--- config.mk ---
export PLATFORM = sky130hd
export DESIGN_NAME = pc_sequencer
export DESIGN_NICKNAME = d
export VERILOG_FILES = /design/src/rtl/pc_sequencer_pkg.sv /design/src/rtl/pc_seq_ctrl.sv /design/src/rtl/pc_seq_datapath.sv /design/src/rtl/pc_sequencer.sv
export SDC_FILE = /design/constraint.sdc
export NUM_CORES = 1
export LEC_CHECK = 0
export BUFFER_PORTS_ARGS = -buffer_cell sky130_fd_sc_hd__clkbuf_2
export CORE_AREA = 2 2 138 73
export CTS_CLUSTER_DIAMETER = 30
export CTS_CLUSTER_SIZE = 25
export DETAILED_ROUTE_END_ITERATION = 10
export DIE_AREA = 0 0 140 75
export GPL_ROUTABILITY_DRIVEN = 0
export PLACE_DENSITY = 0.54
export SLEW_MARGIN = 0
export SYNTH_ARGS = -nofsm -noshare
export SYNTH_HDL_FRONTEND = slang
export SYNTH_SLANG_ARGS = --single-unit
--- constraint.sdc ---
create_clock -name clk -period 1.95 [get_ports clk]
set_clock_uncertainty 0.2 [all_clocks]
set_input_delay 0.0975 -clock clk [delete_from_list [all_inputs] [get_ports clk]]
set_output_delay 0.0975 -clock clk [all_outputs]
set_load 0.1 [all_outputs]
--- src/rtl/pc_sequencer_pkg.sv ---
package pc_sequencer_pkg;

  localparam int PAGE_W = 6;
  localparam int ACC_W  = 4;
  localparam int LONG_W = 11;

  typedef enum logic [2:0] {
    OP_IDLE   = 3'd0,
    OP_LONG   = 3'd1,
    OP_PAGE   = 3'd2,
    OP_INDEX  = 3'd3,
    OP_SCALL  = 3'd4,
    OP_RET    = 3'd5,
    OP_RETSK  = 3'd6,
    OP_SPARE  = 3'd7
  } seqOp_t;

  typedef struct packed {
    logic incr;
    logic push;
    logic pop;
    logic ldLong;
    logic ldPage;
    logic ldIndex;
    logic ldZero;
  } seqStrobe_t;

endpackage

--- src/rtl/pc_seq_ctrl.sv ---
module pc_seq_ctrl
  import pc_sequencer_pkg::*;
(
  input  logic       clk,
  input  logic       rstN,
  input  logic [2:0] opSel,
  input  logic       callBit,
  input  logic       advance,
  output seqStrobe_t strobe,
  output logic       skipReq,
  output logic       holdCycle
);

  seqOp_t     opNow;
  seqStrobe_t strobeNext;
  logic       holdQ;
  logic       skipQ;

  assign opNow = seqOp_t'(opSel);

  always_comb begin
    strobeNext = '0;
    if (!holdQ) begin
      unique case (opNow)
        OP_LONG: begin
          strobeNext.ldLong = 1'b1;
          strobeNext.push   = callBit;
        end
        OP_PAGE:  strobeNext.ldPage  = 1'b1;
        OP_INDEX: strobeNext.ldIndex = 1'b1;
        OP_SCALL: begin
          strobeNext.ldZero = 1'b1;
          strobeNext.push   = 1'b1;
        end
        OP_RET, OP_RETSK: strobeNext.pop = 1'b1;
        OP_IDLE, OP_SPARE: strobeNext.incr = advance;
        default: strobeNext = '0;
      endcase
    end
  end

  assign strobe = strobeNext;

  always_ff @(posedge clk or negedge rstN) begin
    if (!rstN) begin
      holdQ <= 1'b0;
      skipQ <= 1'b0;
    end else begin
      holdQ <= !holdQ && (opNow == OP_RET);
      skipQ <= !holdQ && (opNow == OP_RETSK);
    end
  end

  assign skipReq   = skipQ;
  assign holdCycle = holdQ;

endmodule

--- src/rtl/pc_seq_datapath.sv ---
module pc_seq_datapath
  import pc_sequencer_pkg::*;
#(
  parameter int PC_W  = 11,
  parameter int DEPTH = 3
) (
  input  logic              clk,
  input  logic              rstN,
  input  seqStrobe_t        strobe,
  input  logic [5:0]        opLow,
  input  logic [7:0]        operand,
  input  logic [ACC_W-1:0]  acc,
  output logic [PC_W-1:0]   pc
);

  localparam int HI_W = PC_W - PAGE_W;

  logic [PC_W-1:0] pcQ;
  logic [PC_W-1:0] pcNext;
  logic [PC_W-1:0] stk [DEPTH];
  logic [HI_W-1:0] pageHi;
  logic [PC_W-1:0] longTarget;
  logic [PC_W-1:0] zeroTarget;

  assign pageHi     = pcQ[PC_W-1:PAGE_W];
  assign longTarget = PC_W'({opLow[2:0], operand});
  assign zeroTarget = PC_W'({opLow[3:0], 2'b00});

  always_comb begin
    pcNext = pcQ;
    if (strobe.ldLong)       pcNext = longTarget;
    else if (strobe.ldPage)  pcNext = {pageHi, opLow[PAGE_W-1:0]};
    else if (strobe.ldIndex) pcNext = {pageHi, acc, 2'b00};
    else if (strobe.ldZero)  pcNext = zeroTarget;
    else if (strobe.pop)     pcNext = stk[0];
    else if (strobe.incr)    pcNext = pcQ + PC_W'(1);
  end

  always_ff @(posedge clk or negedge rstN) begin
    if (!rstN) pcQ <= '0;
    else       pcQ <= pcNext;
  end

  for (genvar i = 0; i < DEPTH; i++) begin : g_stk
    logic [PC_W-1:0] shallower;
    logic [PC_W-1:0] deeper;
    if (i == 0) begin : g_top
      assign shallower = pcQ;
    end else begin : g_mid
      assign shallower = stk[i-1];
    end
    if (i == DEPTH - 1) begin : g_bot
      assign deeper = '0;
    end else begin : g_up
      assign deeper = stk[i+1];
    end
    always_ff @(posedge clk or negedge rstN) begin
      if (!rstN)           stk[i] <= '0;
      else if (strobe.push) stk[i] <= shallower;
      else if (strobe.pop)  stk[i] <= deeper;
    end
  end

  assign pc = pcQ;

endmodule

--- src/rtl/pc_sequencer.sv ---
module pc_sequencer
  import pc_sequencer_pkg::*;
#(
  parameter int PC_W  = 11,
  parameter int DEPTH = 3
) (
  input  logic            clk,
  input  logic            rstN,
  input  logic [2:0]      opSel,
  input  logic [5:0]      opLow,
  input  logic [7:0]      operand,
  input  logic [3:0]      acc,
  input  logic            advance,
  output logic [PC_W-1:0] pc,
  output logic            skipReq,
  output logic            holdCycle
);

  seqStrobe_t strobe;

  pc_seq_ctrl uCtrl (
    .clk       (clk),
    .rstN      (rstN),
    .opSel     (opSel),
    .callBit   (opLow[3]),
    .advance   (advance),
    .strobe    (strobe),
    .skipReq   (skipReq),
    .holdCycle (holdCycle)
  );

  pc_seq_datapath #(.PC_W(PC_W), .DEPTH(DEPTH)) uPath (
    .clk     (clk),
    .rstN    (rstN),
    .strobe  (strobe),
    .opLow   (opLow),
    .operand (operand),
    .acc     (acc),
    .pc      (pc)
  );

endmodule

== Yosys cells after proc, flatten, opt, wreduce, memory -nomap -nowiden ==
Index checks and enable logic that the tools add are counted.

* Bits in registers: 46
* Bits of input ports: 24

* Add/sub/neg operators: 1
* Equal/unequal tests: 9
* Mux-type cells: 20
* Reductions and logical operators: 10

{| class="wikitable"
|+ Operator list
! operator !! count
|-
| $mux W11 || 12
|-
| $eq A3 B3 Y1 const B || 4
|-
| $add A11 B1 Y11 const B || 1
|-
| $mux W7 || 1
|-
| $eq A3 B2 Y1 const B || 2
|-
| $mux W1 || 6
|-
| $reduce_bool A6 Y1 || 1
|-
| $ne A2 B1 Y1 const B || 2
|-
| $reduce_bool A4 Y1 || 1
|-
| $reduce_or A2 Y1 || 2
|-
| $eq A3 B1 Y1 const B || 1
|-
| $logic_not A3 Y1 || 1
|-
| $reduce_and A3 Y1 || 1
|-
| $logic_and A1 B1 Y1 || 2
|-
| $pmux W1 S2 || 1
|-
| $reduce_bool A2 Y1 || 1
|-
| $logic_not A1 Y1 || 1
|}

== Depth between registers and ports, before layout ==
Gate-level depths: netlist (run 1).

* Word-level depth: 10
* Mapped depth: 8
* Mapped depth without buffers: 5

== By module ==
From an unflattened synthesis (run 1), not the netlist that was laid out.

* Cell total of the unflattened synthesis: 286
* Area, all modules: 2608.8 µm²

{| class="wikitable"
|+ By module, submodules not included
! module !! instances !! cells an instance !! area each (µm²) !! seq. area each (µm²)
|-
| pc_seq_datapath || 1 || 266 || 2459.9 || 1101.1
|-
| pc_seq_ctrl || 1 || 20 || 148.9 || 50.0
|}

== Worst setup path before layout (run 1) ==
OpenSTA, ideal clock, no wires.

* Kind: reg-to-reg
* Start point: reg uPath.pcQ[3] (netlist: uPath.pc[3])
* End point: reg uPath.pcQ[10] (netlist: uPath.pc[10])
* Library setup time: 0.067 ns
* Data arrival time: 2.266 ns
* Required time: 1.683 ns
* Setup slack: -0.584 ns
* Stages on the path, launching flop included: 6
* Buffers on the path: 1
* Period minus slack after synthesis: 2.534 ns
* Cell sequence: dfrtp_1 > buf_2 > nand3_1 > or3_1 > a311oi_2 > o22a_1

* Longest elaborated chain between the ends: 7

{| class="wikitable"
|+ Ends and longest elaborated chain
! item !! line !! source
|-
| start, declared || pc_seq_datapath.sv:18 || <nowiki>logic [PC_W-1:0] pcQ;</nowiki>
|-
| start signal, assigned || pc_seq_datapath.sv:41 || <nowiki>else pcQ <= pcNext;</nowiki>
|-
| $add A11 B1 Y11 || pc_seq_datapath.sv:36 || <nowiki>else if (strobe.incr) pcNext = pcQ + PC_W'(1);</nowiki>
|-
| $mux W11 || pc_seq_datapath.sv:36 ||
|-
| $mux W11 || pc_seq_datapath.sv:35 || <nowiki>else if (strobe.pop) pcNext = stk[0];</nowiki>
|-
| $mux W11 || pc_seq_datapath.sv:34 || <nowiki>else if (strobe.ldZero) pcNext = zeroTarget;</nowiki>
|-
| $mux W11 || pc_seq_datapath.sv:33 || <nowiki>else if (strobe.ldIndex) pcNext = {pageHi, acc, 2'b00};</nowiki>
|-
| $mux W11 || pc_seq_datapath.sv:32 || <nowiki>else if (strobe.ldPage) pcNext = {pageHi, opLow[PAGE_W-1:0]};</nowiki>
|-
| $mux W11 || pc_seq_datapath.sv:31 || <nowiki>if (strobe.ldLong) pcNext = longTarget;</nowiki>
|}

No other way between the ends. The select of a mux whose other input is x is not followed.
A chain may end at the register's enable or synchronous reset.

== Worst setup path in the final report (run 1) ==
* Start point: reg uPath.pcQ[1] (netlist: uPath.pc[1])
* End point: reg uPath.pcQ[10] (netlist: uPath.pc[10])

The elaborated chain is that of the path after synthesis.

==> metrics.md, run 1 <==
| Metric | Value |
|---|---|
| Clock latency on the worst-skew pair | `0.29 ns` |
| Syn avg cell area | `9.12 um^2` |
| Largest net degree at the start of global routing | `47` |
| Filler cells | `908` |
| FMAX | `546 MHz` |
| Setup crit start kind | `flop` |
| Post-synth cell types | `51` |
| Critical Path AT | `1.86 ns` |
| Layout Nets | `375` |
| Clk pin slew, worst setup/hold paths | `0.07 ns` |
| Tightest Pin Transition | `0.549 ns` |
| Rows | `25` |
| Period utilization | `93.9%` |
| Die Area | `10500 um^2` |
| #FFs+latches synth | `46` |
| Status | `finished clean` |
| RSZ-0062 raised after global routing | `no` |
| Pre-CTS setup slack | `0.154 ns` |
| CP required | `1.98 ns` |
| Total of max-cap violations | `0` |
| Final WS setup | `0.120 ns` |
| Sequential-to-total area share from yosys stat | `42.5%` |
| Vias in the first global route | `2410` |
| CTS tree | `done` |
| CP max stage cell | `dfrtp_4` |
| Initial DRC count | `200` |
| WS Path Type | `reg -> reg` |
| Final Max Tran Viols | `0` |
| Power Density | `1080 nW/um^2` |
| Nature of the critical path endpoint | `flop` |
| Synth Flop Type | `dfrtp_1` |
| Syn Inst Count | `297` |
| Ports | `37` |
| Worst vdd ir | `0.000640 V` |
| Total Routing Usage GR | `16.0%` |
| CP Max Fanout | `6` |
| Post-synth ARST share | `100%` |
| Net Count, Synth | `322` |
| Clk buf depth | `2` |
| Drt total wl | `7.69 mm` |
| Initial core utilization | `29.3%` |
| Die height | `75 um` |
| Final Critical Period | `1.83 ns` |
| CTS Root Cell | `clkbuf_16` |
| Drt wl/cell | `16.3 um` |
| Vias per cell | `5.32` |
| Layout cell share with drive strength beyond 1 | `25.9%` |
| EDFF count, synth | `0` |
| Commonest non-fill, non-tap cell in the layout | `nand2_1` |
| Pleak | `1.64 nW` |
| Residual DRC | `0` |
| Most frequent cells in the layout | `38 x nand2_1, 36 x clkbuf_2, 35 x dfrtp_1` |
| Placed Cells | `452` |
| ANT cells | `0` |
| Final Non-Filler Cells | `472` |
| Die width | `140 um` |
| Worst hold path type | `in -> reg` |
| Mapped Area | `2710 um^2` |
| YS warnings | `0` |
| Core area | `9230 um^2` |
| Num CTS Buffers | `5` |
| TritonRoute pass-1 iters | `6` |
| Initial antenna violation count | `0` |
| Vias | `2510` |
| First-pass GRT wire length | `12.8 mm` |
| Detail Route Antenna Nets | `0` |
| Cells along the critical path | `ha_4, nand2_1, or3_1, a311oi_2, o22a_1` |
| Grt ovf | `0` |
| Layout area overhead | `29.3%` |
| Clock sinks | `46` |
| # setup viols final | `0` |
| Relative slew slack | `63.5%` |
| HPWL Detailed | `5.73 mm` |
| Endpoints failing hold | `0` |
| IO Port Bufs | `36` |
| CP max stage delay | `0.46 ns` |
| H-tree depth | `2` |
[cell families after synthesis]
kind of cell	Yosys count	share of synthesized area [%]
AOI/OAI and AO/OA	119	32.3
and+or+nand+nor	89	16.4
DFF	46	42.5
buffers and inverters	36	6.28
xor gates and xnor gates	4	1.29
adders and majority gates	2	0.832
muxes	1	0.370
[where the power goes]
part	internal (mW)	switching, mW	leakage (nW)	total [mW]
Combinational	0.408	0.805	0.949	1.21
Clock	0.770	0.371	0.0971	1.14
Sequential	1.18	0.253	0.595	1.44
[timing repair]
action,in CTS,in global routing
resized for setup,0,1
endpoints found under the hold margin,57,0
hold buffers,12,0
setup endpoints to repair,0,1
setup buffers,0,0
[critical path: cells and delay by family (launching register included)]
kind / cells / cell delay (ns)
fa+ha+maj: 1 / 0.16
flops: 1 / 0.46
compound gates: 2 / 0.41
simple gates: 2 / 0.56
[per-stage QoR]
| step | area [um^2] | hold WS (ns) | power [mW] | setup TNS [ns] | utilization (%) |
|---|---|---|---|---|---|
| after global routing | 3500 | 0.0830 | 4.00 | 0 | 38.0 |
| after CTS | 3500 | 0.0336 | 3.82 | 0 | 37.9 |
| after floorplan | 2810 | -0.398 | 2.32 | -0.145 | - |
| after global placement | 3180 | -0.0945 | 2.63 | 0 | 34.4 |
| final | 3500 | 0.0369 | 3.79 | 0 | 38.0 |
| after detailed placement | 3180 | -0.0971 | 2.65 | 0 | 34.4 |
[flip-flops by register name, indices dropped and copies added (netlist names)]
register and flops:
uCtrl.holdCycle 1, uCtrl.skipReq 1, uPath.g_stk.deeper 22, uPath.g_stk.shallower 11, uPath.pc 11
[worst paths after layout]
check                      slack [ns]  cells after the start                       from                   endpoint
max                              0.12                      5                uPath.pc[1]               uPath.pc[10]
min                              0.04                      3                   opLow[3]                uPath.pc[5]
max reg2reg                      0.12                      5                uPath.pc[1]               uPath.pc[10]
max in group asynchronous        1.16                      3                       rstN                uPath.pc[4]
min in group asynchronous        0.12                      3                       rstN              uCtrl.skipReq
min reg2reg                      0.31                      2  uPath.g_stk[0].deeper[10]  uPath.g_stk[1].deeper[10]
[area by class of cell]
class	count	area [um^2]	area share, %
Clock buffer	6	139	3.97
Clock inverter	2	60.1	1.71
Inverter	11	41.3	1.18
Multi-Input combinational cell	215	1440	41.1
Sequential cell	46	1180	33.8
Tap cell	121	151	4.32
Timing Repair Buffer	71	485	13.9
[synthesized netlist by cell type, types with 3 or more instances]
cell	number	area share (%)
buf_2	13	2.4
a32oi_1	4	1.3
dfrtp_1	46	43
a31oi_1	6	1.4
o21ai_0	26	4.8
xnor2_1	3	0.97
o31a_1	4	1.3
a21o_1	22	6.1
a22oi_1	3	0.83
nor2b_1	3	0.69
nand3_1	5	0.92
nand2_1	38	5.3
o311ai_1	4	1.3
nand2b_1	7	1.6
inv_1	11	1.5
a22o_1	22	7.1
buf_4	5	1.4
nor3_1	9	1.7
clkbuf_1	6	0.83
nor2_1	10	1.4
a21oi_1	4	0.74
o22ai_1	8	1.8
nor4_1	4	0.92
[routing by layer]
layer  vias up  global-route usage [%]  part of all wire [%]
met5         -                       0                     0
met4         0                    3.48                  0.40
met3         4                    3.69                   6.0
met2        78                    22.4                    39
met1      1220                    24.8                    54
li1       1208                       -                     -
No activity file was read; power rests on OpenSTA's default activity.
==> run 2: changes to the inputs <==
- GPL_TIMING_DRIVEN: not set -> 0
==> run 2 against run 1 <==
  * The run now ends with design-rule violations left
  * Sequential power about the same
  * Combinational power up 6%
  * Power down 2.7%
  * Via count up 4.1%
  * Register-to-register slack worse by 0.06 ns
  * First-iteration DRC count unchanged
  * Critical endpoint unchanged
  * Highest routed layer unchanged
==> metrics.md, run 2 (synthesized netlist as in run 1, its figures left out) <==
| Metric | Value |
|---|---|
| Placed Cells | `454 (+0.44%)` |
| Initial core utilization | `29.3% (unchanged)` |
| Clk pin slew, worst setup/hold paths | `0.06 ns (about the same)` |
| Layout area overhead | `30.7%` |
| Vias per cell | `5.49 (+3.2%)` |
| TNS Setup | `0 ns (unchanged)` |
| Drt wl/cell | `18.0 um (+11%)` |
| Layout cell share with drive strength beyond 1 | `27.3% (+1.4 points)` |
| FMAX | `530 MHz (-3.1%)` |
| Worst vdd ir | `0.000841 V (+31%)` |
| Critical Path AT | `1.91 ns (+0.05 ns)` |
| CTS tree | `done` |
| TritonRoute pass-1 iters | `8 (+2)` |
| CP top delay family | `simple AND/OR/NAND/NOR gates` |
| Final Non-Filler Cells | `476 (+0.85%)` |
| Grt ovf | `0 (unchanged)` |
| Area post-placement | `3140 um^2 (-1.1%)` |
| Setup crit start kind | `flop` |
| Status | `finished, violations left` |
| Initial antenna violation count | `0 (unchanged)` |
| Die Area | `10500 um^2 (unchanged)` |
| Final Max Tran Viols | `0 (unchanged)` |
| WS Path Type | `reg -> reg` |
| Pleak | `1.65 nW (+0.79%)` |
| Cells along the critical path | `buf_6, nor4b_4, nand2_1, a311oi_2, o22a_1` |
| Filler cells | `925 (+1.9%)` |
| CTS Root Cell | `clkbuf_16` |
| Vias in the first global route | `2483 (+3.0%)` |
| First-pass GRT wire length | `14.1 mm (+9.8%)` |
| Buffers and inverters on the worst path | `1 (+1)` |
| Residual DRC | `4 (+4)` |
| Clock latency on the worst-skew pair | `0.29 ns (about the same)` |
| Worst hold path type | `in -> reg` |
| Num CTS Buffers | `5 (unchanged)` |
| Worst path depth | `5 (unchanged)` |
| Endpoints failing hold | `0 (unchanged)` |
| FF-to-FF End | `uPath.pc[10]` |
| Reg2reg start | `uCtrl.holdCycle` |
| Worst r2r path cells | `5 (unchanged)` |
| Clock sinks | `46 (unchanged)` |
| Drt total wl | `8.57 mm (+11%)` |
| HPWL Detailed | `6.61 mm (+15%)` |
| Hold Startpoint | `opLow[3]` |
| R2R Setup Slk | `0.06 ns (-0.06 ns)` |
| Tightest Pin Transition | `1.10 ns (+0.551 ns)` |
| Die width | `140 um (unchanged)` |
| # setup viols final | `0 (unchanged)` |
| Nature of the critical path endpoint | `flop` |
| Critical Path Start | `uCtrl.holdCycle` |
| Rows | `25 (unchanged)` |
| Final Util | `38.3% (+0.39 points)` |
| Layout Nets | `380 (+1.3%)` |
| Total of max-cap violations | `0 (unchanged)` |
| Max reg flops | `22 (unchanged)` |
| Detail Route Antenna Nets | `0 (unchanged)` |
| CP max stage cell | `dfrtp_4` |
| Final Critical Period | `1.89 ns (+0.0577 ns)` |
| Clk buf depth | `2 (unchanged)` |
| Final Cell Area | `3540 um^2 (+1.0%)` |
| IO Port Bufs | `36 (unchanged)` |
| Die height | `75 um (unchanged)` |
| Failing checks | `design-rule violations` |
| Total Routing Usage GR | `17.7% (+1.7 points)` |
| RSZ-0062 raised after global routing | `yes` |
| Most frequent cells in the layout | `38 x clkbuf_2, 38 x nand2_1, 35 x dfrtp_1` |
| Initial DRC count | `200 (unchanged)` |
| ANT cells | `0 (unchanged)` |
| Period utilization | `96.8% (+3.0 points)` |
| H-tree depth | `2 (unchanged)` |
| CP Max Fanout | `10 (+4)` |
| Core area | `9230 um^2 (unchanged)` |
| CP required | `1.97 ns (about the same)` |
| Critical Path End | `uPath.pc[10]` |
| Final hold slack | `0.0580 ns (+0.0211 ns)` |
| Vias | `2612 (+4.1%)` |
| Ports | `37 (unchanged)` |
| CP max stage delay | `0.48 ns (+0.02 ns)` |
| Relative slew slack | `26.6% (-37 points)` |
| Power Density | `1040 nW/um^2 (-3.7%)` |
| Largest net degree at the start of global routing | `47 (unchanged)` |
[run 2: cell count changes in the layout (fill, tap and decap cells not counted), moves of 2 or more]
cell	before	now
buf_6	0	6
clkbuf_4	0	4
nor2_4	0	2
buf_4	22	7
clkbuf_2	36	38
buf_2	0	8
[run 2: per-stage QoR]
stage | power (mW) | setup WS, ns
2_1_floorplan | 2.32 | -0.0142
3_3_place_gp | 2.64 | -0.0513
3_5_place_dp | 2.65 | -0.0656
4_1_cts | 3.69 | 0.000470
5_1_grt | 3.89 | -0.0122
6_report | 3.69 | 0.0618
[run 2: how the worst min path moves through the flow]
| stage | end | cells past startpoint |
|---|---|---|
| 2_1_floorplan | uCtrl.skipReq | 0 |
| 3_3_place_gp | uPath.pc[7] | 3 |
| 3_5_place_dp | uPath.pc[7] | 3 |
| 4_1_cts | uPath.pc[5] | 3 |
| 5_1_grt | uPath.pc[5] | 3 |
| 6_report | uPath.pc[5] | 3 |
[run 2: where the power goes]
group	switching [mW]	internal, mW	total, mW
Combinational	0.857	0.424	1.28
Sequential	0.235	1.18	1.42
Clock	0.357	0.633	0.989
Total	1.45	2.24	3.69
[run 2: per-layer routing]
layer	GRT usage, %	vias up	routed length [um]
met1	27.9	1298	4750
met4	3.25	0	40
met5	0	-	0
met3	5.41	4	721
li1	-	1224	-
met2	23.3	86	3060
[run 2: cell type report]
class | count | area (um^2) | area share, %
Buffer | 25 | 181 | 5.13
Clock buffer | 6 | 139 | 3.93
Clock inverter | 1 | 30.0 | 0.849
Inverter | 11 | 41.3 | 1.17
Multi-Input combinational cell | 215 | 1490 | 42.0
Sequential cell | 46 | 1180 | 33.5
Tap cell | 121 | 151 | 4.28
Timing Repair Buffer | 51 | 323 | 9.12
[run 2: timing repair]
item                                    CTS  global route
hold buffers                             12             0
buffers inserted                          2             1
gates cloned                              0             0
pin swaps                                 0             2
endpoints found under the setup margin   22            48
gates resized for setup                   4            18
endpoints found under the hold margin    58             0
[run 2: worst reg2reg max path, delay by kind of cell (launching register included)]
family	cells	cell delay [ns]
flip-flops	1	0.48
AO/OA/AOI/OAI	2	0.45
AND/OR/NAND/NOR	2	0.53
buffers and inverters	1	0.17
